==> src/rtl/bo_pkg.sv <==
// Package: shared types for the bus-off recovery sequencer.
// Assumes: nothing beyond the standard language.
package bo_pkg;

    // Recovery phase of the node.
    typedef enum logic [1:0] {
        PH_ACTIVE = 2'd0,   // on the bus or waiting for software
        PH_GROUPS = 2'd1,   // counting runs of recessive bits
        PH_PWRUP  = 2'd2    // counting the power-up run
    } bo_phase_e;

endpackage

==> src/rtl/bo_run_counter.sv <==
// Module: counts consecutive recessive bits and pulses when a run of
// RUN_LEN is complete; the count then starts again from zero.
// Assumes: bit_stb_i is high for one cycle per bus bit; while enable_i is
// low the count is held at zero.
module bo_run_counter #(
    parameter int RUN_LEN = 11
) (
    input  logic clk,
    input  logic rst_n,
    input  logic enable_i,
    input  logic bit_stb_i,
    input  logic recessive_i,
    output logic run_done_o
);
    localparam int CW = (RUN_LEN > 1) ? $clog2(RUN_LEN) : 1;
    localparam logic [CW-1:0] LAST = CW'(RUN_LEN - 1);

    logic [CW-1:0] cnt_q;
    logic          at_last;

    // Flag the final bit of a run.
    always_comb begin
        at_last    = (cnt_q == LAST);
        run_done_o = enable_i && bit_stb_i && recessive_i && at_last;
    end

    // Advance, restart or hold the run length.
    always_ff @(posedge clk) begin
        if (!rst_n || !enable_i) begin
            cnt_q <= '0;
        end else if (bit_stb_i) begin
            if (!recessive_i || at_last) begin
                cnt_q <= '0;
            end else begin
                cnt_q <= cnt_q + 1'b1;
            end
        end
    end

    // without a strobe the run length stays put.
    p_run_hold_r6: assert property (@(posedge clk) disable iff (!rst_n)
        (enable_i && !bit_stb_i) |=> $stable(cnt_q));

endmodule

==> src/rtl/bo_group_counter.sv <==
// Module: counts completed recessive runs during the first recovery phase.
// Assumes: inc_i is a one-cycle pulse; clear_i has priority over inc_i.
module bo_group_counter #(
    parameter int GROUPS = 128
) (
    input  logic clk,
    input  logic rst_n,
    input  logic clear_i,
    input  logic inc_i,
    output logic last_o
);
    localparam int GW = (GROUPS > 1) ? $clog2(GROUPS) : 1;
    localparam logic [GW-1:0] LAST = GW'(GROUPS - 1);

    logic [GW-1:0] cnt_q;

    // Tell the controller when the next run is the final one.
    always_comb begin
        last_o = (cnt_q == LAST);
    end

    // Keep the number of runs completed so far.
    always_ff @(posedge clk) begin
        if (!rst_n || clear_i) begin
            cnt_q <= '0;
        end else if (inc_i) begin
            cnt_q <= last_o ? '0 : cnt_q + 1'b1;
        end
    end

    // a dominant bit (no increment) leaves completed runs untouched.
    p_group_hold_r7: assert property (@(posedge clk) disable iff (!rst_n)
        (!clear_i && !inc_i) |=> $stable(cnt_q));

endmodule

==> src/rtl/bo_ctrl.sv <==
// Module: phase controller. Enters bus-off on the limit count, steps
// through the run and power-up phases, and owns the software flag, the
// counter clear and the interrupt request.
// Assumes: the error counters clear on the edge that ends ecnt_clr_o.
module bo_ctrl
    import bo_pkg::*;
(
    input  logic clk,
    input  logic rst_n,
    input  logic tec_full_i,
    input  logic run_done_i,
    input  logic group_last_i,
    input  logic sw_we_i,
    input  logic sw_wdata_i,
    output logic busoff_o,
    output logic swinit_o,
    output logic bus_en_o,
    output logic ecnt_clr_o,
    output logic err_irq_o,
    output logic run_en_o,
    output logic group_inc_o,
    output logic group_clr_o
);
    bo_phase_e phase_q, phase_d;
    logic      swinit_q, clr_q, irq_q;
    logic      enter, leave;

    // Decide entry, exit and the next phase.
    always_comb begin
        enter   = (phase_q == PH_ACTIVE) && tec_full_i && !clr_q;
        leave   = (phase_q == PH_PWRUP) && run_done_i;
        phase_d = phase_q;
        unique case (phase_q)
            PH_ACTIVE: if (enter) phase_d = PH_GROUPS;
            PH_GROUPS: if (run_done_i && group_last_i) phase_d = PH_PWRUP;
            PH_PWRUP:  if (run_done_i) phase_d = PH_ACTIVE;
            default:   phase_d = PH_ACTIVE;
        endcase
    end

    // Hold the phase.
    always_ff @(posedge clk) begin
        if (!rst_n) phase_q <= PH_ACTIVE;
        else        phase_q <= phase_d;
    end

    // Software flag: hardware events win; writes only while on the bus.
    always_ff @(posedge clk) begin
        if (!rst_n)                               swinit_q <= 1'b0;
        else if (enter)                           swinit_q <= 1'b0;
        else if (leave)                           swinit_q <= 1'b1;
        else if (sw_we_i && phase_q == PH_ACTIVE) swinit_q <= sw_wdata_i;
    end

    // One-cycle clear and interrupt pulses.
    always_ff @(posedge clk) begin
        if (!rst_n) begin
            clr_q <= 1'b0;
            irq_q <= 1'b0;
        end else begin
            clr_q <= leave;
            irq_q <= enter;
        end
    end

    // Drive outputs and counter controls.
    always_comb begin
        busoff_o    = (phase_q != PH_ACTIVE);
        swinit_o    = swinit_q;
        bus_en_o    = (phase_q == PH_ACTIVE) && !swinit_q;
        ecnt_clr_o  = clr_q;
        err_irq_o   = irq_q;
        run_en_o    = (phase_q != PH_ACTIVE);
        group_inc_o = (phase_q == PH_GROUPS) && run_done_i;
        group_clr_o = (phase_q != PH_GROUPS);
    end

    // limit count while on the bus leads to bus-off with flag low.
    p_entry_r2: assert property (@(posedge clk) disable iff (!rst_n)
        (!busoff_o && tec_full_i && !ecnt_clr_o) |=> (busoff_o && !swinit_o));

    // the request coincides with the first bus-off cycle.
    p_irq_rise_r3: assert property (@(posedge clk) disable iff (!rst_n)
        err_irq_o |-> (busoff_o && !$past(busoff_o)));

    // the flag cannot be raised by software while bus-off.
    p_lockout_r5: assert property (@(posedge clk) disable iff (!rst_n)
        busoff_o |-> !swinit_o);

    // the clear pulse follows the bus-off exit with the flag set.
    p_exit_r9: assert property (@(posedge clk) disable iff (!rst_n)
        ecnt_clr_o |-> (!busoff_o && swinit_o && $past(busoff_o)));

    // no re-entry straight after the clear pulse.
    p_no_reentry_r11: assert property (@(posedge clk) disable iff (!rst_n)
        ecnt_clr_o |=> !busoff_o);

endmodule

==> src/rtl/can_busoff_seq.sv <==
// Module: top of the bus-off recovery sequencer. Compares the transmit
// error count with the limit and ties the run counter, the group counter
// and the phase controller together.
// Assumes: rx_bit_i is valid whenever bit_stb_i is high; 1 = recessive.
module can_busoff_seq #(
    parameter int TEC_W     = 9,
    parameter int TEC_LIMIT = 256,
    parameter int RUN_LEN   = 11,
    parameter int GROUPS    = 128
) (
    input  logic             clk,
    input  logic             rst_n,
    input  logic [TEC_W-1:0] tec_i,
    input  logic             bit_stb_i,
    input  logic             rx_bit_i,
    input  logic             sw_we_i,
    input  logic             sw_wdata_i,
    output logic             busoff_o,
    output logic             swinit_o,
    output logic             bus_en_o,
    output logic             ecnt_clr_o,
    output logic             err_irq_o
);
    localparam logic [TEC_W-1:0] LIMIT = TEC_W'(TEC_LIMIT);

    logic tec_full, run_en, run_done, group_inc, group_clr, group_last;

    // Limit comparison on the transmit error count.
    always_comb begin
        tec_full = (tec_i >= LIMIT);
    end

    bo_run_counter #(.RUN_LEN(RUN_LEN)) i_run (
        .clk         (clk),
        .rst_n       (rst_n),
        .enable_i    (run_en),
        .bit_stb_i   (bit_stb_i),
        .recessive_i (rx_bit_i),
        .run_done_o  (run_done)
    );

    bo_group_counter #(.GROUPS(GROUPS)) i_group (
        .clk     (clk),
        .rst_n   (rst_n),
        .clear_i (group_clr),
        .inc_i   (group_inc),
        .last_o  (group_last)
    );

    bo_ctrl i_ctrl (
        .clk          (clk),
        .rst_n        (rst_n),
        .tec_full_i   (tec_full),
        .run_done_i   (run_done),
        .group_last_i (group_last),
        .sw_we_i      (sw_we_i),
        .sw_wdata_i   (sw_wdata_i),
        .busoff_o     (busoff_o),
        .swinit_o     (swinit_o),
        .bus_en_o     (bus_en_o),
        .ecnt_clr_o   (ecnt_clr_o),
        .err_irq_o    (err_irq_o),
        .run_en_o     (run_en),
        .group_inc_o  (group_inc),
        .group_clr_o  (group_clr)
    );

    // enable only on the bus with the software flag low.
    p_enable_r4: assert property (@(posedge clk) disable iff (!rst_n)
        bus_en_o |-> (!busoff_o && !swinit_o));

endmodule

==> config.mk <==
export PLATFORM = sky130hd
export DESIGN_NAME = can_busoff_seq
export DESIGN_NICKNAME = d
export VERILOG_FILES = /design/src/rtl/bo_pkg.sv /design/src/rtl/bo_run_counter.sv /design/src/rtl/bo_group_counter.sv /design/src/rtl/bo_ctrl.sv /design/src/rtl/can_busoff_seq.sv
export SDC_FILE = /design/constraint.sdc
export NUM_CORES = 1
export LEC_CHECK = 0
export BUFFER_PORTS_ARGS = -buffer_cell sky130_fd_sc_hd__buf_2
export CAP_MARGIN = 20
export CORE_UTILIZATION = 25
export CTS_BUF_LIST = sky130_fd_sc_hd__clkbuf_16
export DETAILED_ROUTE_END_ITERATION = 16
export PLACE_DENSITY = 0.51
export SYNTH_ARGS = -nofsm -noshare
export SYNTH_HDL_FRONTEND = slang
export SYNTH_HIERARCHICAL = 1
export SYNTH_SLANG_ARGS = --single-unit
==> constraint.sdc <==
create_clock -name clk -period 2.1 [get_ports clk]
set_clock_uncertainty 0.2 [all_clocks]
set_input_delay 0.21 -clock clk [delete_from_list [all_inputs] [get_ports clk]]
set_output_delay 0.21 -clock clk [all_outputs]
set_load 0.05 [all_outputs]
# Yosys cells after proc, flatten, opt, wreduce, memory -nomap -nowiden

Index checks and enable logic that the tools add are counted.

Register bits after elaboration: 16
Bits in latches: 0
RAM bits: 0
Bits in read-only memories: 0
Bits of input ports: 15
Output and inout bits: 5
Logic and storage cells: 49
Memories: 0

Add/subtract/negate cells: 2
Multipliers: 0
Divide/modulo/power cells: 0
$lt $le $gt $ge: 1
Equality and inequality tests: 8
Shift operators: 0
Multiplexer cells: 8
Bitwise operators: 1
Reductions and logical operators: 23

Operator list:

| kind                                                            | count |
|---|---|
| 1-bit logical AND                                               | 10 |
| 9-bit >= comparator, second input constant                      | 1 |
| 2-bit by 1-bit != test with 1-bit output, second input constant | 4 |
| 7-bit by 1-bit adder with 7-bit output, second input constant   | 1 |
| 7-bit == test, second input constant                            | 1 |
| 7-bit two-way mux                                               | 1 |
| 2-bit two-way mux                                               | 3 |
| 2-bit case mux with 3 select lines                              | 1 |
| 1-bit logical NOT                                               | 5 |
| 4-bit by 1-bit adder with 4-bit output, second input constant   | 1 |
| 4-bit == test, second input constant                            | 1 |
| 4-bit two-way mux                                               | 1 |
| 2-bit nonzero test                                              | 2 |
| 1-bit logical OR                                                | 3 |
| 3-bit AND reduction                                             | 1 |
| 2-bit by 1-bit == test with 1-bit output, second input constant | 1 |
| 2-bit == test, second input constant                            | 1 |
| 2-bit logical NOT                                               | 1 |
| 1-bit two-way mux                                               | 2 |
| 2-bit OR reduction                                              | 1 |
| 1-bit NOT                                                       | 1 |

# Depth between registers and ports, before layout

Gate-level depths: netlist (run 1).

Depth in word-level cells: 7
Gate-level depth with buffers: 10

# By module

Netlist (run 1), hierarchy kept.

Modules (own cells, without submodules):

| module           | instances | cells each | area an instance (µm²) | sequential area each (µm²) |
|---|---|---|---|---|
| bo_group_counter | 1         | 36         | 331.6                  | 140.1 |
| bo_ctrl          | 1         | 27         | 241.5                  | 100.1 |
| bo_run_counter   | 1         | 28         | 236.5                  | 80.1 |
| can_busoff_seq   | 1         | 1          | 3.8                    | 0.0 |

# Least setup slack after synthesis (run 1)

No wires, ideal clock.

Path type: register -> register
From: register i_ctrl.phase_q[0]
To: register i_group.cnt_q[5]
Setup time: 86 ps
Data arrival time: 2301 ps
Data required time: 1814 ps
Path slack: -488 ps
Cell stages (with the launch flop): 11
Buffers on the path: 2
Period minus slack after synthesis: 2588 ps
Cells stage by stage: dfxtp_1 -> or2_1 -> buf_4 -> nand3_1 -> nor2_1 -> inv_1 -> nor2_1 -> buf_4 -> nand4_2 -> or3_1 -> a221oi_2

Longest elaborated chain between the ends: 5

RTL lines:

| item                           | RTL line               | RTL |
|---|---|---|
| from (decl)                    | bo_ctrl.sv:24          | `bo_phase_e phase_q, phase_d;` |
| from (signal assigned)         | bo_ctrl.sv:44          | `else phase_q <= phase_d;` |
| 2-bit nonzero test             | n/a                    |  |
| via busoff_o                   | can_busoff_seq.sv:18   | `output logic busoff_o,` |
| 1-bit logical AND (3 in a row) | bo_run_counter.sv:24   | `run_done_o = enable_i && bit_stb_i && recessive_i && at_last;` |
| via run_done                   | can_busoff_seq.sv:26   | `logic tec_full, run_en, run_done, group_inc, group_clr, group_last;` |
| 1-bit logical AND              | bo_ctrl.sv:74          | `group_inc_o = (phase_q == PH_GROUPS) && run_done_i;` |
| via group_inc                  | can_busoff_seq.sv:26   |  |
| to (signal assigned)           | bo_group_counter.sv:27 | `cnt_q <= last_o ? '0 : cnt_q + 1'b1;` |
| to (decl)                      | bo_group_counter.sv:15 | `logic [GW-1:0] cnt_q;` |

The timed path passes the listed nets, and every way through them passes these cells.
A chain may end at the register's enable or synchronous reset.

# Worst setup path after layout (run 1)

From: register i_run.cnt_q[0]
To: register i_group.cnt_q[6]

Longest elaborated chain between the ends: 3

RTL lines:

| item                   | RTL line             | RTL |
|---|---|---|
| from (decl)            | bo_run_counter.sv:18 | `logic [CW-1:0] cnt_q;` |
| from (signal assigned) | bo_run_counter.sv:35 | `cnt_q <= cnt_q + 1'b1;` |
| 4-bit == test          | bo_run_counter.sv:23 | `at_last = (cnt_q == LAST);` |
| 1-bit logical AND      | bo_run_counter.sv:24 |  |
| via run_done           | can_busoff_seq.sv:26 |  |
| 1-bit logical AND      | bo_ctrl.sv:74        |  |
| via group_inc          | can_busoff_seq.sv:26 |  |

The timed path passes the listed nets, and every way through them passes these cells.

==> results of run 1 <==
[what timing repair did]
item                                    4_1_cts  5_1_grt
endpoints found under the setup margin        0        2
resized for setup                             0        1
hold buffers                                  0        0
[worst reg2reg max path: cells and delay by family (launching register included)]
kind | cells | cell delay [ps]
flip-flops | 1 | 310
AND/OR/NAND/NOR | 5 | 780
adder cells (fa/ha/maj) | 1 | 170
buffers and inverters | 3 | 300
AO/OA/AOI/OAI | 1 | 150
[cells in the mapped netlist, drive strengths merged (3+ instances only)]
| library cell | number |
|---|---|
| dfxtp | 16 |
| a21oi | 10 |
| nand2 | 10 |
| nor2 | 9 |
| nand2b | 5 |
| o21ai | 5 |
| ha | 3 |
| inv | 3 |
| nand4 | 3 |
| xor2 | 3 |
[power breakdown]
part | total, W | internal, W | switching, W
clock network | 0.000372 | 0.000252 | 0.000120
logic | 0.0000730 | 0.0000249 | 0.0000481
registers | 0.000313 | 0.000308 | 0.00000553
total | 0.000759 | 0.000585 | 0.000174
[metal layers]
layer  global-route usage (%)  wire length, µm
met2                     16.9              734
met3                     1.97               41
met1                     13.0              787
met4                     7.14               35
met5                        0                0
[path summary, 6_finish.rpt]
kind	start	end	slack (ps)	cells past startpoint
worst max-delay path	i_run/cnt_q[0]$_SDFFE_PP0P_	i_group/cnt_q[6]$_SDFFE_PP0P_	120	10
worst max register to register	i_run/cnt_q[0]$_SDFFE_PP0P_	i_group/cnt_q[6]$_SDFFE_PP0P_	120	10
worst min register to register	i_group/cnt_q[6]$_SDFFE_PP0P_	i_group/cnt_q[6]$_SDFFE_PP0P_	290	2
worst min-delay path	rst_n	i_ctrl/phase_q[0]$_SDFFE_PN0P_	50	2
[flip-flops by register name, summed over array words and instances, names as in the netlist]
signal / count
i_ctrl/phase_q: 2
i_ctrl/err_irq_o: 1
i_ctrl/swinit_o: 1
i_ctrl/ecnt_clr_o: 1
i_run/cnt_q: 4
i_group/cnt_q: 7
[cell families (layout without fill, tap and decap cells)]
kind of cell	after synthesis	count (layout)
flops	16	16
simple gates	40	40
xor+xnor	3	3
buf+inv	6	26
fa+ha+maj	3	3
compound gates	24	24
[final cells by class]
| cell class | count | area [µm²] | share of cell area (%) |
|---|---|---|---|
| Multi-Input combinational cell | 70 | 497 | 45.8 |
| Sequential cell | 16 | 328 | 30.2 |
| Timing Repair Buffer | 19 | 115 | 10.6 |
| Clock buffer | 3 | 75.1 | 6.92 |
| Tap cell | 44 | 55.1 | 5.07 |
| Inverter | 3 | 11.3 | 1.04 |
| Clock inverter | 1 | 3.75 | 0.346 |
[metrics by stage]
step | power (W) | setup WS, ps | area [µm²] | cells | hold WS [ps]
after global routing | 0.000791 | 5.52 | 1080 | 156 | 64.0
final | 0.000759 | 118 | 1080 | 156 | 46.9
after detailed placement | 0.000392 | 41.1 | 1000 | 152 | 287
after CTS | 0.000770 | 15.3 | 1080 | 156 | 46.9
after floorplan | 0.000374 | -5.03 | 856 | 92 | 127
after global placement | 0.000392 | 67.5 | 1000 | 152 | 274
==> qor.yml, run 1 <==
global_route:
  grt_first_pass_wirelength_um: 2710
  antenna_found_initial: 0
  first_global_vias: 650
  grt_max_degree: 10
  overflow: 0
  grt_usage_pct: 10.6
setup_path:
  crit_chain: "inv_1 > ha_1 > nand3b_1 > nor2_4 > inv_2 > nor2_2 > buf_4 > nand2_1 > or3_1 > a21oi_1"
  critPathMaxFanout: 8
  cpMaxStageDelayCell: "dfxtp_1"
  worstSetupPathType: "flop to flop"
  worstSetupStartpointType: "flop"
  cp_slowest_stage_delay_ps: 310
  crit_buf_inv: 3
  cp_top_family: "simple AND/OR/NAND/NOR gates"
  critical_path_required_ps: 2070
  cp-end-kind: "flop"
  cp.arrival_ps: 1950
cts:
  clk_latency_ps: 250
  h-tree-depth: 1
  cts_sinks: 16
  post_cts_buffers: 0
  clockBufferDepth: 2
  cts_tree: "done"
  cts_made_buffers: 3
  path_clk_slew_ps: 50
  cts-root-buf: "clkbuf_16"
final_layout:
  drive_gt1_share_pct: 33.9
  layout.core_utilization_pct: 35.2
  n_antenna_cell: 0
  area_growth_pct: 33.4
  fillers: 319
  final_common_cell: "dfxtp_1"
  final_cell_mix: "dfxtp_1, buf_2, nand2_1, a21oi_1, buf_4"
  layout.nets: 131
detailed_routing:
  via_per_inst: 4.40
  wl_per_cell_um: 10.3
  ant_nets: 0
  drt_pass1_iterations: 4
  via_count: 687
  drt_iter0_markers: 7
  routed_wl_um: 1600
  drcViolationCount: 0
logic_synthesis:
  dominantRegCellSynth: "dfxtp_1"
  synth_area_um2: 813
  synth.top_cell.area_share_pct: 39.4
  ys_warn_count: 6
  synth-adder-area-share_pct: 4.62
  syn-num-nets: 110
  synth_edf_count: 0
  synth_compound_area_share_pct: 20.0
  synth-xor-area-share_pct: 3.23
  synth_seq_cells: 16
  ys_top_cells_by_area: "dfxtp_1, a21oi_1, ha_1, nand2_1, nor2_1"
  synthSimpleGateAreaFrac_pct: 29.1
  synth-seq-area-share_pct: 39.4
  synth_async_sr_flop_share_pct: 0
  synth_top_family_by_area: "simple AND/OR/NAND/NOR gates"
  synth.avg_cell_area_um2: 8.84
  synth_area_leader_cell: "dfxtp_1"
  syn_inst: 92
  ys_types: 33
  synthMuxAreaShare_pct: 0
die:
  core_area_mm2: 0.00308
  dieHeight_um: 59.0
  ios: 20
  dieWidth_um: 59.0
  std_cell_rows: 20
  initial_core_util_pct: 26.4
  dieArea_mm2: 0.00349
timing:
  hold_violations: 0
  max-slew-margin-rel_pct: 79.6
  slew_viol_final: 0
  setup_viol: 0
  worst_pin_slew_ps: 306
  fin_crit_ps: 1980
  setup_tns_ps: 0
  fmax_mhz: 505
  fin_crit_sh_pct: 94.4
  rsz0062_at_grt: "no"
placed_design:
  globalplace.congestion: 0.742
  dp_hpwl_um: 1180
  io_buffer_count: 11
power_and_ir_drop:
  power.leakage_nw: 0.409
  peakVddDrop_mv: 0.273
  p_per_area_mw_per_mm2: 699
flow_run:
  drv_cap: 0
run_status:
  outcome: "completed"
worst_hold_path:
  min_path_type: "input pin to flop"
(Power assumes the default switching activity.)
==> run 2, diff against run 1 <==
--- a/config.mk
+++ b/config.mk
@@ -10,7 +10,7 @@
 export CORE_UTILIZATION = 25
 export CTS_BUF_LIST = sky130_fd_sc_hd__clkbuf_16
 export DETAILED_ROUTE_END_ITERATION = 16
-export PLACE_DENSITY = 0.51
+export PLACE_DENSITY_LB_ADDON = 0.1
 export SYNTH_ARGS = -nofsm -noshare
 export SYNTH_HDL_FRONTEND = slang
 export SYNTH_HIERARCHICAL = 1
==> run 2 against run 1 <==
Against the previous run: count of clock-buffer cells in the layout did not move; global-route usage is 1.6 points higher; hold slack better by 9.4 ps; worst setup slack improved by 67 ps; total power hardly changed; sequential power hardly changed; critical path depth is 1 lower; clock power about the same; die area did not move; largest power group unchanged.
==> qor.yml, run 2 (synthesis results as in run 1) <==
run_status:
  outcome: "completed"
global_route:
  grt_usage_pct: 12.2
  grt_first_pass_wirelength_um: 3140
  antenna_found_initial: 0
  first_global_vias: 686
  overflow: 0
  grt_max_degree: 10
detailed_routing:
  drt_iter0_markers: 16
  routed_wl_um: 1660
  drcViolationCount: 0
  via_count: 698
  ant_nets: 0
  drt_pass1_iterations: 3
  wl_per_cell_um: 10.5
  via_per_inst: 4.45
power_and_ir_drop:
  p_per_area_mw_per_mm2: 691
  power.leakage_nw: 0.414
  peakVddDrop_mv: 0.269
setup_path:
  worstSetupStartpointType: "flop"
  cp-end-kind: "flop"
  critical_path_required_ps: 2060
  reg2regPathDepth: 9
  worstSetupPathType: "flop to flop"
  cp.arrival_ps: 1870
  critPathMaxFanout: 2
cts:
  h-tree-depth: 1
  clockBufferDepth: 2
  clk_latency_ps: 250
  path_clk_slew_ps: 50
  cts_sinks: 16
  cts_tree: "done"
  cts_made_buffers: 3
  post_cts_buffers: 0
  cts-root-buf: "clkbuf_16"
worst_hold_path:
  min_path_cells: 2
  min_path_type: "input pin to flop"
timing:
  rsz0062_at_grt: "no"
  hold_violations: 0
  max-slew-margin-rel_pct: 79.4
  slew_viol_final: 0
  setup_tns_ps: 0
  setup_viol: 0
  fin_crit_sh_pct: 91.2
  fin_ws_ps: 186
  fmax_mhz: 522
  fin_crit_ps: 1910
  worst_pin_slew_ps: 307
placed_design:
  dp_hpwl_um: 1250
  dp_slack_ps: 60.5
  io_buffer_count: 11
  dp.cells: 153
  place_area_mm2: 0.00101
  globalplace.congestion: 0.703
final_layout:
  area_growth_pct: 34.9
  finalNonFillerCells: 157
  drive_gt1_share_pct: 34.5
  final_cell_mix: "dfxtp_1, buf_2, nand2_1, a21oi_1, buf_4"
  layout.nets: 132
  largest_registers: "i_group/cnt_q (7), i_run/cnt_q (4), i_ctrl/phase_q (2)"
  fin_area_mm2: 0.00110
  final_common_cell: "dfxtp_1"
  layout.core_utilization_pct: 35.7
  n_antenna_cell: 0
  top_register: "i_group/cnt_q"
  largest_reg_flops: 7
die:
  initial_core_util_pct: 26.4
  ios: 20
  dieHeight_um: 59.0
  dieWidth_um: 59.0
  core_area_mm2: 0.00308
  std_cell_rows: 20
  dieArea_mm2: 0.00349
flow_run:
  drv_cap: 0
-- run 2: changes by cell type in the layout (fill, tap and decap cells not counted), sizes merged --
cell / previous run / this run
buf: 19 / 20
-- run 2: report_power, final --
part           internal, W  switching (W)
sequential        0.000308     0.00000252
clock             0.000252       0.000116
combinational    0.0000270      0.0000528
total             0.000587       0.000172
-- run 2: layer usage --
metal	vias up	share of wire, %	GRT usage, %
li1	366	-	-
met1	319	51	16.4
met2	8	44	17.9
met3	5	2.5	3.28
met4	0	2.2	6.12
met5	-	0	0
-- run 2: area by class of cell --
class / count / area [µm²]
clock inverters: 1 / 3.75
inverters: 3 / 11.3
repair buffers: 20 / 123
well taps: 44 / 55.1
fillers: 330 / 1980
flip-flops and latches: 16 / 328
multi-input cells: 70 / 502
clock buffers: 3 / 75.1
-- run 2: path summary, 6_finish.rpt --
path / slack (ps) / end / start
worst max-delay path: 190 / i_group/cnt_q[5]$_SDFFE_PP0P_ / i_run/cnt_q[0]$_SDFFE_PP0P_
worst min register to register: 300 / i_group/cnt_q[6]$_SDFFE_PP0P_ / i_group/cnt_q[6]$_SDFFE_PP0P_
worst min-delay path: 60 / i_ctrl/phase_q[0]$_SDFFE_PN0P_ / rst_n
worst max register to register: 190 / i_group/cnt_q[5]$_SDFFE_PP0P_ / i_run/cnt_q[0]$_SDFFE_PP0P_
-- run 2: timing repair --
item	in CTS	in global routing
hold buffers	0	0
endpoints found under the setup margin	0	4
resized for setup	0	2
-- run 2: worst max-delay path, stage by stage, from the launching register on --
cell      delay [ps]
dfxtp_1          300
inv_1             70
ha_1             170
nand3b_1         140
nor2_4           120
inv_2             60
nor2_4           100
nand4_4           80
or3_1            370
a221oi_2         210
-- run 2: stage by stage --
step,power [W],hold slack [ps]
6_report,0.000759,56.2
5_1_grt,0.000794,61.8
4_1_cts,0.000774,53.4
3_5_place_dp,0.000396,295
3_3_place_gp,0.000395,269
2_1_floorplan,0.000374,127
==> run 3, diff against run 2 <==
--- a/config.mk
+++ b/config.mk
@@ -5,6 +5,7 @@
 export SDC_FILE = /design/constraint.sdc
 export NUM_CORES = 1
 export LEC_CHECK = 0
+export ABC_AREA = 1
 export BUFFER_PORTS_ARGS = -buffer_cell sky130_fd_sc_hd__buf_2
 export CAP_MARGIN = 20
 export CORE_UTILIZATION = 25
==> run 3 against run 2 <==
Against the previous run: area after synthesis increased by 0.31%; combinational power decreased by 20%; clock power increased by 1%; design area decreased by 6.4%; count of clock-buffer cells in the layout unchanged; synthesized cell count increased by 35%; non-clock buffer count decreased by 6; critical path depth increased by 2; cell count increased by 17%; worst setup slack improved by 29 ps; core utilization decreased by 2.3 points; critical path type unchanged.
==> qor.yml, run 3 <==
timing:
  slew_viol_final: 0
  fmax_mhz: 530
  setup_viol: 0
  setup_tns_ps: 0
  rsz0062_at_grt: "no"
  worst_pin_slew_ps: 247
  fin_crit_ps: 1890
  max-slew-margin-rel_pct: 83.4
  fin_ws_ps: 215
  hold_violations: 0
  fin_crit_sh_pct: 89.8
final_layout:
  final_cell_mix: "nand2_1, nor2_1, inv_1"
  top_register: "i_group/cnt_q"
  final_common_cell: "nand2_1"
  drive_gt1_share_pct: 18.6
  layout.nets: 159
  n_antenna_cell: 0
  largest_reg_flops: 7
  fillers: 345
  area_growth_pct: 25.9
  largest_registers: "i_group/cnt_q (7), i_run/cnt_q (4), i_ctrl/phase_q (2)"
logic_synthesis:
  synth.top_cell.area_share_pct: 39.3
  synth_async_sr_flop_share_pct: 0
  synth_common_cells: "nand2_1, nor2_1, inv_1"
  ys_types: 19
  synth.most_common_cell: "nand2_1"
  ys_warn_count: 6
  syn_inst: 124
  synth_seq_cells: 16
  synth_area_leader_cell: "dfxtp_1"
  synth_edf_count: 0
  synth_area_um2: 816
  synth.avg_cell_area_um2: 6.58
  ys_top_cells_by_area: "dfxtp_1, nand2_1, nor2_1, inv_1, nand3_1"
  syn-num-nets: 142
  synth-seq-area-share_pct: 39.3
  dominantRegCellSynth: "dfxtp_1"
setup_path:
  cp-end-kind: "flop"
  critical_path_required_ps: 2040
  worstSetupPathType: "flop to flop"
  critPathMaxFanout: 5
  worstSetupStartpointType: "flop"
  cp_slowest_stage_delay_ps: 390
  crit_chain: "nor2_2 > clkinvlp_4 > nand3_1 > nor2_1 > inv_1 > nor2_4 > inv_2 > nor2_4 > nand3_1 > nand2_2 > nor2_1"
  cpMaxStageDelayCell: "dfxtp_1"
  cp.arrival_ps: 1820
die:
  std_cell_rows: 20
  initial_core_util_pct: 26.5
  dieArea_mm2: 0.00350
  dieWidth_um: 59.1
  core_area_mm2: 0.00308
  ios: 20
  dieHeight_um: 59.1
detailed_routing:
  drt_pass1_iterations: 6
  via_count: 721
  ant_nets: 0
  drcViolationCount: 0
  routed_wl_um: 1500
  wl_per_cell_um: 8.14
  via_per_inst: 3.92
  drt_iter0_markers: 25
global_route:
  first_global_vias: 624
  overflow: 0
  grt_max_degree: 10
  grt_first_pass_wirelength_um: 2560
  grt_usage_pct: 9.87
  antenna_found_initial: 0
cts:
  cts_made_buffers: 3
  cts_hold_buffers: 0
  clk_latency_ps: 250
  clockBufferDepth: 2
  cts-root-buf: "clkbuf_16"
  h-tree-depth: 1
  cts_resized: 0
  post_cts_buffers: 0
  path_clk_slew_ps: 50
  cts_sinks: 16
  cts_tree: "done"
placed_design:
  dp_hpwl_um: 1180
  dp_slack_ps: 144
  globalplace.congestion: 0.700
  io_buffer_count: 11
flow_run:
  drv_cap: 0
power_and_ir_drop:
  peakVddDrop_mv: 0.463
  p_per_area_mw_per_mm2: 728
  power.leakage_nw: 0.438
  power_w: 0.000748
run_status:
  outcome: "completed"
worst_hold_path:
  min_path_type: "input pin to flop"
run 3: cell count changes in the layout (fill, tap and decap cells not counted), sizes merged, moves of 3 or more:
| cell | previous run | this run |
|---|---|---|
| nand2 | 10 | 32 |
| nor2 | 9 | 29 |
| inv | 4 | 21 |
| a21oi | 10 | 4 |
| buf | 20 | 14 |
| nand3 | 2 | 8 |
| nand2b | 5 | 0 |
| o21ai | 5 | 1 |
| nand4 | 3 | 0 |
| nor3 | 0 | 3 |
run 3: power by group:
group | switching (W) | internal (W) | leakage, nW
Combinational | 0.0000469 | 0.0000173 | 0.270
Clock | 0.000120 | 0.000253 | 0.0385
Sequential | 0.00000223 | 0.000308 | 0.129
Total | 0.000169 | 0.000578 | 0.438
run 3: critical path: cells and delay by family (launching register included):
| family | cells | cell delay [ps] |
|---|---|---|
| buffers and inverters | 3 | 270 |
| DFF | 1 | 390 |
| and+or+nand+nor | 8 | 910 |
run 3: cell type report:
type                       instances  area [µm²]  area share [%]
multi-input combinational         84         409            39.8
sequential                        16         320            31.2
inverter                          22        86.3            8.40
timing repair buffer              14        77.6            7.55
clock buffer                       3        75.1            7.31
tap                               44        55.1            5.36
clock inverter                     1        3.75           0.365
run 3: final timing paths:
kind,endpoint,startpoint,depth (start not counted),slack (ps)
max reg2reg,i_group/cnt_q[5]$_SDFFE_PP0P_,i_ctrl/phase_q[1]$_SDFFE_PN0P_,11,210
min reg2reg,i_group/cnt_q[2]$_SDFFE_PP0P_,i_group/cnt_q[2]$_SDFFE_PP0P_,2,310
min,i_ctrl/swinit_o$_SDFFE_PP0P_,rst_n,3,40
max,i_group/cnt_q[5]$_SDFFE_PP0P_,i_ctrl/phase_q[1]$_SDFFE_PN0P_,11,210
run 3: cells by family (layout without fill, tap and decap cells):
logic type / Yosys count / after routing / synth area share, %
XOR/XNOR: 1 / 1 / 1.07
buffers and inverters: 24 / 40 / 11.5
AND/OR/NAND/NOR: 73 / 73 / 37.9
AO/OA/AOI/OAI: 6 / 6 / 4.45
flip-flops: 16 / 16 / 39.3
multiplexers: 1 / 1 / 1.23
adder cells (fa/ha/maj): 3 / 3 / 4.60
run 3: stage by stage:
stage          cells  hold WS [ps]  area [µm²]  utilization, %
2_1_floorplan    124           138         822               -
3_3_place_gp     180           295         943            30.7
3_5_place_dp     180           292         943            30.7
4_1_cts          184          34.7        1020            33.2
5_1_grt          184          60.2        1030            33.4
6_report         184          39.9        1030            33.4
run 3: layer usage:
layer / track usage [%] / part of all wire, % / up-vias
li1: - / - / 406
met1: 13.0 / 51 / 304
met2: 14.6 / 44 / 9
met3: 4.15 / 4.4 / 2
met4: 3.06 / 0.53 / 0
met5: 0 / 0 / -
